## src/rtl/dsdc_pkg.sv

```systemverilog
// Package: shared types and helpers for the dual-section decade counter.
// Assumes: a section value that reaches its last state wraps to zero.
package dsdc_pkg;

    // Decoded override requests, ordered by priority (preset first).
    typedef struct packed {
        logic preset;
        logic clear;
    } dsdc_ovr_t;

    // Index of each gated control pair in the pair array.
    localparam int unsigned PAIR_PRESET = 0;
    localparam int unsigned PAIR_CLEAR  = 1;
    localparam int unsigned NUM_PAIRS   = 2;

endpackage

```

## src/rtl/dsdc_gate_pair.sv

```systemverilog
// Module: dsdc_gate_pair
// What: AND of N control inputs. The request is raised only when every
//       input of the group is high.
// Assumes: inputs are synchronous to the counter clock.
module dsdc_gate_pair #(
    parameter int unsigned N = 2
) (
    input  logic [N-1:0] req_in,
    output logic         req_out
);

    // Request fires only when all inputs agree.
    always_comb begin
        req_out = &req_in;
    end

endmodule

```

## src/rtl/dsdc_toggle_stage.sv

```systemverilog
// Module: dsdc_toggle_stage
// What: one-bit divide-by-two section. It inverts on each enabled edge,
//       and can be forced to 1 (preset) or 0 (clear).
//       It also flags the enabled edge that takes the bit from 1 to 0.
// Assumes: preset has priority over clear, and both override stepping.
module dsdc_toggle_stage (
    input  logic clk,
    input  logic rst_n,
    input  logic load_one,
    input  logic load_zero,
    input  logic step,
    output logic bit_q,
    output logic fall_en
);

    // State update: reset, overrides, then toggle.
    always_ff @(posedge clk) begin
        if (!rst_n) begin
            bit_q <= 1'b0;
        end else if (load_one) begin
            bit_q <= 1'b1;
        end else if (load_zero) begin
            bit_q <= 1'b0;
        end else if (step) begin
            bit_q <= ~bit_q;
        end
    end

    // One-cycle enable: the coming edge drops the bit from 1 to 0.
    always_comb begin
        fall_en = step & bit_q & ~load_one & ~load_zero;
    end

endmodule

```

## src/rtl/dsdc_modn_stage.sv

```systemverilog
// Module: dsdc_modn_stage
// What: W-bit section that counts 0 to MOD-1 on enabled edges and wraps.
//       It can be forced to MOD-1 (preset) or to 0 (clear).
// Assumes: MOD fits in W bits and MOD >= 2. Values at or above MOD-1
//          wrap to 0, so the section can never climb out of range.
module dsdc_modn_stage #(
    parameter int unsigned W   = 3,
    parameter int unsigned MOD = 5
) (
    input  logic         clk,
    input  logic         rst_n,
    input  logic         load_top,
    input  logic         load_zero,
    input  logic         step,
    output logic [W-1:0] val_q
);

    localparam logic [W-1:0] TOP_VAL = W'(MOD - 1);

    logic [W-1:0] val_inc;

    // Next value when stepping, with wrap at the top state.
    always_comb begin
        if (val_q >= TOP_VAL) begin
            val_inc = '0;
        end else begin
            val_inc = val_q + W'(1);
        end
    end

    // State update: reset, overrides, then advance.
    always_ff @(posedge clk) begin
        if (!rst_n) begin
            val_q <= '0;
        end else if (load_top) begin
            val_q <= TOP_VAL;
        end else if (load_zero) begin
            val_q <= '0;
        end else if (step) begin
            val_q <= val_inc;
        end
    end

endmodule

```

## src/rtl/dsdc_counter.sv

```systemverilog
// Module: dsdc_counter (top)
// What: split decade counter. A toggle section (bit 0) and a five-state
//       section (bits 3:1), each with its own step enable. Two gated
//       control pairs give preset-to-nine (winning) and clear-to-zero.
//       chain_en joins the sections inside the block to form a BCD counter.
// Assumes: one clock domain, synchronous active-low reset, all inputs
//          synchronous.
module dsdc_counter #(
    parameter int unsigned HI_W   = 3,
    parameter int unsigned HI_MOD = 5,
    parameter int unsigned PAIR_N = 2
) (
    input  logic            clk,
    input  logic            rst_n,
    input  logic            step_lo,
    input  logic            step_hi,
    input  logic            chain_en,
    input  logic            clr_a,
    input  logic            clr_b,
    input  logic            nine_a,
    input  logic            nine_b,
    output logic [HI_W:0]   cnt_q
);
    import dsdc_pkg::*;

    localparam int unsigned CNT_W = HI_W + 1;

    logic [PAIR_N-1:0] pair_in [NUM_PAIRS];
    logic [NUM_PAIRS-1:0] pair_hit;
    dsdc_ovr_t ovr;
    logic lo_bit;
    logic lo_fall;
    logic hi_step;
    logic [HI_W-1:0] hi_val;

    // Gather the raw control pairs into the pair array.
    always_comb begin
        pair_in[PAIR_PRESET] = {nine_b, nine_a};
        pair_in[PAIR_CLEAR]  = {clr_b, clr_a};
    end

    // One gate per control pair.
    for (genvar g = 0; g < NUM_PAIRS; g++) begin : g_pair
        dsdc_gate_pair #(.N(PAIR_N)) gate_i (
            .req_in  (pair_in[g]),
            .req_out (pair_hit[g])
        );
    end

    // Priority: preset beats clear.
    always_comb begin
        ovr.preset = pair_hit[PAIR_PRESET];
        ovr.clear  = pair_hit[PAIR_CLEAR] & ~pair_hit[PAIR_PRESET];
    end

    dsdc_toggle_stage lo_i (
        .clk       (clk),
        .rst_n     (rst_n),
        .load_one  (ovr.preset),
        .load_zero (ovr.clear),
        .step      (step_lo),
        .bit_q     (lo_bit),
        .fall_en   (lo_fall)
    );

    // Upper section step source: internal carry or its own enable.
    always_comb begin
        hi_step = chain_en ? lo_fall : step_hi;
    end

    dsdc_modn_stage #(.W(HI_W), .MOD(HI_MOD)) hi_i (
        .clk       (clk),
        .rst_n     (rst_n),
        .load_top  (ovr.preset),
        .load_zero (ovr.clear),
        .step      (hi_step),
        .val_q     (hi_val)
    );

    // Output assembly: upper section above the toggle bit.
    always_comb begin
        cnt_q = CNT_W'({hi_val, lo_bit});
    end

endmodule

```

## config.mk

```make
export PLATFORM = sky130hd
export DESIGN_NAME = dsdc_counter
export DESIGN_NICKNAME = d
export VERILOG_FILES = /design/src/rtl/dsdc_pkg.sv /design/src/rtl/dsdc_gate_pair.sv /design/src/rtl/dsdc_toggle_stage.sv /design/src/rtl/dsdc_modn_stage.sv /design/src/rtl/dsdc_counter.sv
export SDC_FILE = /design/constraint.sdc
export NUM_CORES = 1
export LEC_CHECK = 0
export BUFFER_PORTS_ARGS = -buffer_cell sky130_fd_sc_hd__buf_4
export CAP_MARGIN = 0
export CORE_AREA = 2 2 39 41
export DETAILED_ROUTE_END_ITERATION = 12
export DIE_AREA = 0 0 41 43
export GPL_ROUTABILITY_DRIVEN = 0
export PLACE_DENSITY = 0.44
export REMOVE_ABC_BUFFERS = 1
export SLEW_MARGIN = 15
export SYNTH_ARGS = -nofsm -noshare
export SYNTH_HDL_FRONTEND = slang
export SYNTH_SLANG_ARGS = --single-unit
```

## constraint.sdc

```tcl
create_clock -name clk -period 1.9 [get_ports clk]
set_clock_uncertainty 0.15 [all_clocks]
set_input_delay 0.19 -clock clk [delete_from_list [all_inputs] [get_ports clk]]
set_output_delay 0.19 -clock clk [all_outputs]
set_load 0.01 [all_outputs]
```

==> results of run 1 <==
-- state kept, by name, summed over array words and instances (netlist names) --
register / flops
hi_i.val_q: 3
lo_i.bit_q: 1
-- power breakdown --
part / internal (µW) / leakage (µW) / switching, µW
Clock: 71.2 / 0.0000138 / 42.6
Sequential: 89.1 / 0.0000328 / 4.72
Combinational: 25.4 / 0.000130 / 18.0
Total: 186 / 0.000177 / 65.2
-- worst max-delay path, stage by stage, from the launching register on --
cell and delay, ns:
sky130_fd_sc_hd__dfxtp_1 0.32, sky130_fd_sc_hd__and3_1 0.14, sky130_fd_sc_hd__a32o_2 0.30, sky130_fd_sc_hd__or2_0 0.21, sky130_fd_sc_hd__a21oi_1 0.14
-- how the worst min path moves through the flow --
| stage | from | to | slack [ns] | cells past startpoint |
|---|---|---|---|---|
| 2_1_floorplan | nine_b | hi_i.val_q[2] | 0.19 | 2 |
| 3_3_place_gp | nine_b | hi_i.val_q[2] | 0.30 | 3 |
| 3_5_place_dp | nine_b | hi_i.val_q[2] | 0.30 | 3 |
| 4_1_cts | nine_b | hi_i.val_q[2] | 0.05 | 3 |
| 5_1_grt | nine_b | hi_i.val_q[2] | 0.06 | 3 |
| 6_report | nine_b | hi_i.val_q[2] | 0.05 | 3 |
-- stage by stage --
step | power, µW | utilization [%] | instance area (µm²) | hold WS [ns]
6_report | 250.9 | 26.40 | 365.4 | 0.05201
5_1_grt | 264.4 | 26.40 | 365.4 | 0.05890
4_1_cts | 254.9 | 26.40 | 365.4 | 0.05143
3_5_place_dp | 138.9 | 24.77 | 342.8 | 0.3004
3_3_place_gp | 139.5 | 24.77 | 342.8 | 0.3033
2_1_floorplan | 114.1 | - | 232.7 | 0.1898
-- cell usage after synthesis --
cell type | instances | area share (%)
sky130_fd_sc_hd__dfxtp_1 | 4 | 33
sky130_fd_sc_hd__and3_1 | 1 | 2.6
sky130_fd_sc_hd__buf_4 | 1 | 3.1
sky130_fd_sc_hd__a21oi_1 | 1 | 2.1
sky130_fd_sc_hd__a32o_2 | 1 | 4.7
sky130_fd_sc_hd__mux2i_1 | 1 | 4.2
sky130_fd_sc_hd__nor2b_1 | 1 | 2.6
sky130_fd_sc_hd__nand4_1 | 1 | 2.6
sky130_fd_sc_hd__nand2_1 | 3 | 4.7
sky130_fd_sc_hd__nand3_1 | 3 | 6.2
sky130_fd_sc_hd__xor2_1 | 1 | 3.6
sky130_fd_sc_hd__ha_1 | 2 | 10
sky130_fd_sc_hd__nor2_1 | 2 | 3.1
sky130_fd_sc_hd__o211ai_1 | 1 | 3.1
sky130_fd_sc_hd__a21boi_0 | 1 | 3.1
sky130_fd_sc_hd__nand3b_1 | 1 | 3.1
sky130_fd_sc_hd__inv_1 | 3 | 4.7
sky130_fd_sc_hd__or2_0 | 1 | 2.6
-- layout make-up --
class	instances	share of cell area (%)
sequential	4	21.92
timing repair buffer	12	24.66
clock buffer	3	6.164
tap	16	5.479
inverter	3	3.082
multi-input combinational	21	38.70
-- cells by family after synthesis --
group / count (synthesis)
AND/OR/NAND/NOR: 13
AO/OA/AOI/OAI: 4
buffers and inverters: 4
flip-flops: 4
adder cells (fa/ha/maj): 2
XOR/XNOR: 1
multiplexers: 1
-- per-layer routing --
metal	vias up	wire length, µm	part of all wire (%)	GRT usage (%)
li1	127	-	-	-
met1	101	263	47	8.013
met2	13	186	33	6.875
met3	4	87	15	5.236
met4	0	27	4.8	12.00
met5	-	0	0	0
==> impl.org, run 1 <==
** Finish
- Footprint of the multi-input gates :: 141.4 µm²
- The library cell used most frequently in the layout, excluding fill and tap cells, is sky130_fd_sc_hd__buf_4.
- Number of inserted diodes :: 0
- In the layout the commonest cells are 12 x sky130_fd_sc_hd__buf_4, 4 x sky130_fd_sc_hd__dfxtp_1.
- Fraction of final layout cells with drive strength greater than 1 :: ~37%
- Area Growth Syn to Fin :: 52.08%
- Counting the fill cells in the layout gives 155.
- After the last flow step, the layout net total stands at 56.
- Layout Cells excl Fill :: 59
- Summing all flip-flop and latch instances after layout gives 80.08 µm².

** CTS
- Number of buffers inserted for hold repair after clock tree synthesis :: 0
- Counting every sink on the clock net gives 4.
- Clock latency on the worst-skew pair, taken at its later pin, is about 0.25 ns.
- Root Buffer Master :: sky130_fd_sc_hd__clkbuf_4
- After clock tree synthesis, the clock-pin slew on the worst setup and hold paths is 0.05 ns.
- The clock passes through at most 2 buffers.
- Cts repair resizes :: 0
- Maximum level of the CTS H-tree :: 1
- Postcts setup bufs :: 0
- TritonCTS clock tree :: done
- CTS buffer count :: 3

** STA
- Worst Slack Setup Final :: around 0.58 ns
- Dividing the final minimum period by the clock period gives 69.69%.
- The number of hold violations in the final report is 0.
- The count of pins over their slew limit was 0.
- In the final timing run, aggregate negative setup slack is 0 ns.
- Worst rel slew slack :: 91.20%
- Setup violations remaining at the end of the flow were counted as 0.
- Slew at the pin with the worst max-slew slack :: 0.1284 ns
- Time the final worst path needs with I/O delays and setup :: around 1.3 ns
- For this run, the top clock speed supported by timing is approximately 760 MHz.
- Setup repair after global routing left no endpoint under its margin.

** Hold path
- The min-delay analysis places its worst path in the category primary input to register.

** Detailed routing
- Detail Route Antenna Nets :: 0
- After detailed routing, the number of vias per cell comes to a little over 4.
- The final route contains 245 vias.
- Before antenna repair, the detailed router went through 4 iterations.
- In the routed design, unresolved DRC markers number 0.
- Total Routed Length :: 564 µm
- In the final routed layout, each cell accounts on average for 9.559 µm.
- For this block, the initial DRC count from the detailed router was 1.

** Synth
- Cell area after technology mapping :: around 240 µm²
- Count of cell types in the netlist :: 18
- Post-Synthesis Mean Instance Area :: 8.284 µm²
- Multiplexer share of the synthesized area :: 4.167%
- Post-Synth Adder-Cell Area :: about a tenth
- Summing the areas of all xor and xnor instances in the mapped netlist gives 3.646% of the synthesized area.
- During synthesis, Yosys emitted a total of 0 warnings.
- Complex-gate fraction of the synthesized area :: 13.02%
- Synthesis produced a netlist whose cell count is 29.
- After synthesis, the largest family of logic cells by area is simple AND/OR/NAND/NOR gates.
- Portion of the post-synthesis area used by sequential elements :: roughly a third
- The synthesized design contains 4 register bits.
- Post-synthesis simple-gate area fraction :: 27.60%

** Power and ir drop
- IR analysis of the VDD net gives a maximum drop of 0.1897 mV.
- In this run the static leakage power is about 0.00018 µW.
- For this design the ratio of total power to cell area is 686.8 nW/µm².

** Floorplan
- During I/O placement, the number of pins put on the boundary was 13.
- In this run the core area contains 14 standard-cell rows.
- The core region is 1384 µm².
- Initial core utilization :: 17.36%
- The die covers between 1500 and 2000 µm².
- The floorplan step set the die width to between 40 and 50 µm.
- Die outline height :: 43 µm

** Worst setup path
- Critical path launch point :: lo_i.bit_q
- Crit path DAT :: 1.35 ns
- The critical path is of the register to register type.
- Launch point of the worst reg-to-reg path :: lo_i.bit_q
- Along the worst path, the maximum fanout reaches 5.
- Setup slack on the worst reg-to-reg path comes out at 0.58 ns.
- Worst Path Required :: 1.92 ns
- Critical path endpoint :: hi_i.val_q[1]
- STA classifies the critical path startpoint as a register.
- The worst register-to-register path has a depth of 4.
- In this run the critical register-to-register path is captured at hi_i.val_q[1].
- The worst setup path is captured at a register.

** Status
- The flow ran to the end, and the final reports show no timing, DRC or antenna violations.

** Run
- The tool flagged a number of max-cap violations equal to 0.

** GRT
- The via count of the first global-routing pass was between 150 and 200.
- The first global-routing pass estimated 745 µm of wire.
- Combined global-route utilization of all metal layers :: 7.523%
- Global routing finished with a remaining overflow of 0.
- Antenna violations before repair :: 0
- Entering global routing, the biggest net connects 6 pins.

** Placement
- Once placement completed, the tool counted placed cells totaling 56.
- Worst slack after detailed placement :: approximately 0.58 ns
- Port buffering added 12 buffers.
(Power assumes the default switching activity.)
==> inputs of run 2 (changes only) <==
--- a/config.mk
+++ b/config.mk
@@ -11,7 +11,7 @@
 export DETAILED_ROUTE_END_ITERATION = 12
 export DIE_AREA = 0 0 41 43
 export GPL_ROUTABILITY_DRIVEN = 0
-export PLACE_DENSITY = 0.44
+export PLACE_DENSITY = 0.45
 export REMOVE_ABC_BUFFERS = 1
 export SLEW_MARGIN = 15
 export SYNTH_ARGS = -nofsm -noshare
==> constraint.sdc (replaced) <==
create_clock -name clk -period 1.15 [get_ports clk]
set_clock_uncertainty 0.15 [all_clocks]
set_input_delay 0.115 -clock clk [delete_from_list [all_inputs] [get_ports clk]]
set_output_delay 0.115 -clock clk [all_outputs]
set_load 0.01 [all_outputs]
==> run 2 against run 1 <==
The run now ends with negative setup slack left; combinational power grew 140%; largest cell class is now buffers; sequential cell count stayed put; largest power group unchanged; highest routed layer unchanged; worst setup slack worse by 0.74 ns; register-to-register slack got worse by 0.74 ns; first-iteration DRC count increased to 3.0 times the previous value; global-route usage increased by 1.1 points; die area stayed put; sequential share of layout area decreased by 3.5 points; clock power up 54%; power increased by 73%.
==> impl.org, run 2 (synthesis gave the netlist of run 1 again) <==
** Status
- The run finished, with violations left.
- Violated checks :: negative setup slack

** Floorplan
- The count of pins on the block boundary was 13 (unchanged).
- The total core area is 1384 µm² (unchanged).
- The row count came to 14 (unchanged).
- The area of the die came to 1763 µm² (unchanged).
- The initial core utilization is 17.36% (unchanged).
- The width of the chip is 41 µm (unchanged).
- Die outline height :: 43 µm (unchanged)

** Power and ir drop
- The switching power total was 103.6 µW (+59%).
- The combinational group share of total power came to 23.8% (+6.5 points).
- The cell-internal power is 329.7 µW (+78%).
- Leakage component of the power :: 0.0002143 µW (+21%)
- Power density relative to cell area :: 983.8 nW/µm² (+43%)
- The switching share of total power came to 23.90% (-2.1 points).
- The maximum vdd ir drop is 0.4181 mV (+120%).
- The part of the power in the clock network is 40.6% (-4.7 points).
- The power after layout is 433.3 µW (+73%).
- Sequential power share :: 35.6% (-1.8 points)

** GRT
- Residual overflow from global routing :: 0 (unchanged)
- The largest net degree at the start of global routing is 6 (unchanged).
- The via count of the first global-routing pass was 239 (+32%).
- The global-route wire length before repair was 966 µm (+30%).
- The initial antenna violation count is 0 (unchanged).
- Combined global-route utilization of all metal layers :: 8.643% (+1.1 points)

** STA
- Unrepaired setup endpoints after global routing :: yes
- The ratio of final minimum period to clock period is 114.4% (+45 points).
- Slew at the pin with the worst max-slew slack :: 0.1213 ns (-0.007052 ns)
- Hold violation count in the final report :: 0 (unchanged)
- The relative slew slack was 91.68% (+0.48 points).
- The count of pins over their slew limit is 0 (unchanged).
- Worst Slack Setup Final :: -0.1651 ns (-0.7410 ns)
- The peak clock frequency supported by timing came to 760.4 MHz (+0.68%).
- Time the final worst path needs with I/O delays and setup :: 1.315 ns (-0.009001 ns)
- The count of endpoints failing setup in the final report was 3 (+3).

** Placement
- The cell area after placement was 372.9 µm² (+8.8%).
- Final HPWL DP :: between 400 and 500 µm
- The minimum setup slack after placement is -0.1414 ns (-0.7172 ns).
- The count of buffers inserted at the top-level ports came to 12 (unchanged).

** Finish
- Reg with most FFs :: hi_i.val_q
- Commonest non-fill, non-tap cell in the layout :: sky130_fd_sc_hd__buf_4
- Nets :: 64 (+14%)
- Max FFs per register :: 3 (unchanged)
- Fraction of final layout cells with drive strength greater than 1 :: 47.06% (+9.8 points)
- Relative to the synthesized area, the layout overhead comes to 83.33%.
- Largest registers :: hi_i.val_q (3), lo_i.bit_q (1)
- Fin area :: 440.4 µm² (+21%)
- The diode insertion count for antenna repair came to 0 (unchanged).

** Worst setup path
- Worst Setup Start Kind :: register
- The largest fanout of any net on the critical path was 4 (-1).
- The arrival time reported for the critical path endpoint came to 1.29 ns (-0.06 ns).
- The critical path is of the register to register type.
- The required time of the critical path came to 1.13 ns (-0.79 ns).
- Kind of end point of the critical path :: register

** CTS
- The number of buffers inserted during clock tree synthesis came to 3 (unchanged).
- Max Buffers Root-to-Sink :: 2 (unchanged)
- Maximum level of the CTS H-tree :: 1 (unchanged)
- Number of clock sinks :: 4 (unchanged)
- CTS clock-pin slew for the worst setup and hold paths :: 0.04 ns (about the same)
- TritonCTS built the clock tree.
- Root Buffer Master :: sky130_fd_sc_hd__clkbuf_4
- Clock insertion delay at the later pin of the skew report :: 0.24 ns (about the same)

** Detailed routing
- Detail-routed via count per cell :: 4.119 (-0.80%)
- The post-detailed-route count of antenna-violating nets is 0 (unchanged).
- Number of remaining DRC errors :: 0 (unchanged)
- Vias after detailed routing :: 276 (+13%)
- The number of iterations in the first detailed-routing pass is 4 (unchanged).
- DRT iter0 DRCs :: 3 (+2)
- The average detailed-routed wire length per instance was 9.896 µm (+3.5%).
- The detailed-route wire length is 663 µm (+18%).

** Hold path
- In this run the worst hold path is classified as primary input to register.

** Run
- Max-capacitance violation count :: 0 (unchanged)
run 2: cell types whose count changed in the layout (fill, tap and decap cells not counted):
cell | before | now
sky130_fd_sc_hd__buf_4 | 12 | 17
sky130_fd_sc_hd__buf_6 | 0 | 1
sky130_fd_sc_hd__and3_4 | 0 | 1
sky130_fd_sc_hd__dfxtp_1 | 4 | 3
sky130_fd_sc_hd__and3_1 | 1 | 0
sky130_fd_sc_hd__dfxtp_2 | 0 | 1
sky130_fd_sc_hd__dlygate4sd3_1 | 0 | 2
run 2: final cells by class:
type	instances	area, µm²
Clock buffer	3	22.52
Tap cell	16	20.02
Multi-Input combinational cell	21	146.4
Inverter	3	11.26
Fill cell	159	943.4
Timing Repair Buffer	20	158.9
Sequential cell	4	81.33
run 2: routing by layer:
| metal | vias up | global-route usage (%) | share of wire [%] |
|---|---|---|---|
| met4 | 0 | 8.000 | 2.6 |
| met2 | 17 | 10.00 | 38 |
| met1 | 113 | 10.65 | 46 |
| met3 | 2 | 4.712 | 13 |
| li1 | 144 | - | - |
| met5 | - | 0 | 0 |
run 2: power groups by stage:
stage | clock network [µW] | registers [µW] | logic (µW)
finish | 176 | 154 | 103
global route | 203 | 155 | 113
CTS | 190 | 153 | 94.2
detailed placement | 0 | 155 | 88.5
global placement | 0 | 155 | 88.1
floorplan | 0 | 160 | 28.4
run 2: path summary, 6_finish.rpt:
check | startpoint | depth (start not counted) | slack [ns] | end
max | lo_i.bit_q | 5 | -0.17 | hi_i.val_q[0]
min | rst_n | 2 | 0.02 | lo_i.bit_q
max reg2reg | lo_i.bit_q | 5 | -0.17 | hi_i.val_q[0]
min reg2reg | hi_i.val_q[2] | 2 | 0.39 | hi_i.val_q[2]
run 2: timing repair:
| action | 4_1_cts | 5_1_grt |
|---|---|---|
| buffers inserted | 0 | 2 |
| endpoints found under the hold margin | 1 | 0 |
| endpoints found under the setup margin | 3 | 3 |
| pin swaps | 1 | 2 |
| hold buffers | 2 | 0 |
| gates resized for setup | 0 | 3 |
run 2: per-stage QoR:
stage | cells | setup TNS [ns] | util, % | hold slack (ns)
after floorplan | 28 | -0.2639 | - | 0.1148
after global placement | 60 | -0.1372 | 26.94 | 0.2372
after detailed placement | 60 | -0.2204 | 26.94 | 0.2297
after CTS | 65 | -0.2056 | 30.02 | 0.01544
after global routing | 67 | -0.5932 | 31.83 | 0.01622
final | 67 | -0.4614 | 31.83 | 0.01515
run 2: critical path: stages, from the launching register on:
cell                      delay [ns]
sky130_fd_sc_hd__dfxtp_2        0.31
sky130_fd_sc_hd__and3_4         0.15
sky130_fd_sc_hd__a32o_2         0.26
sky130_fd_sc_hd__buf_6          0.12
sky130_fd_sc_hd__mux2i_1        0.13
sky130_fd_sc_hd__nor2_1         0.07
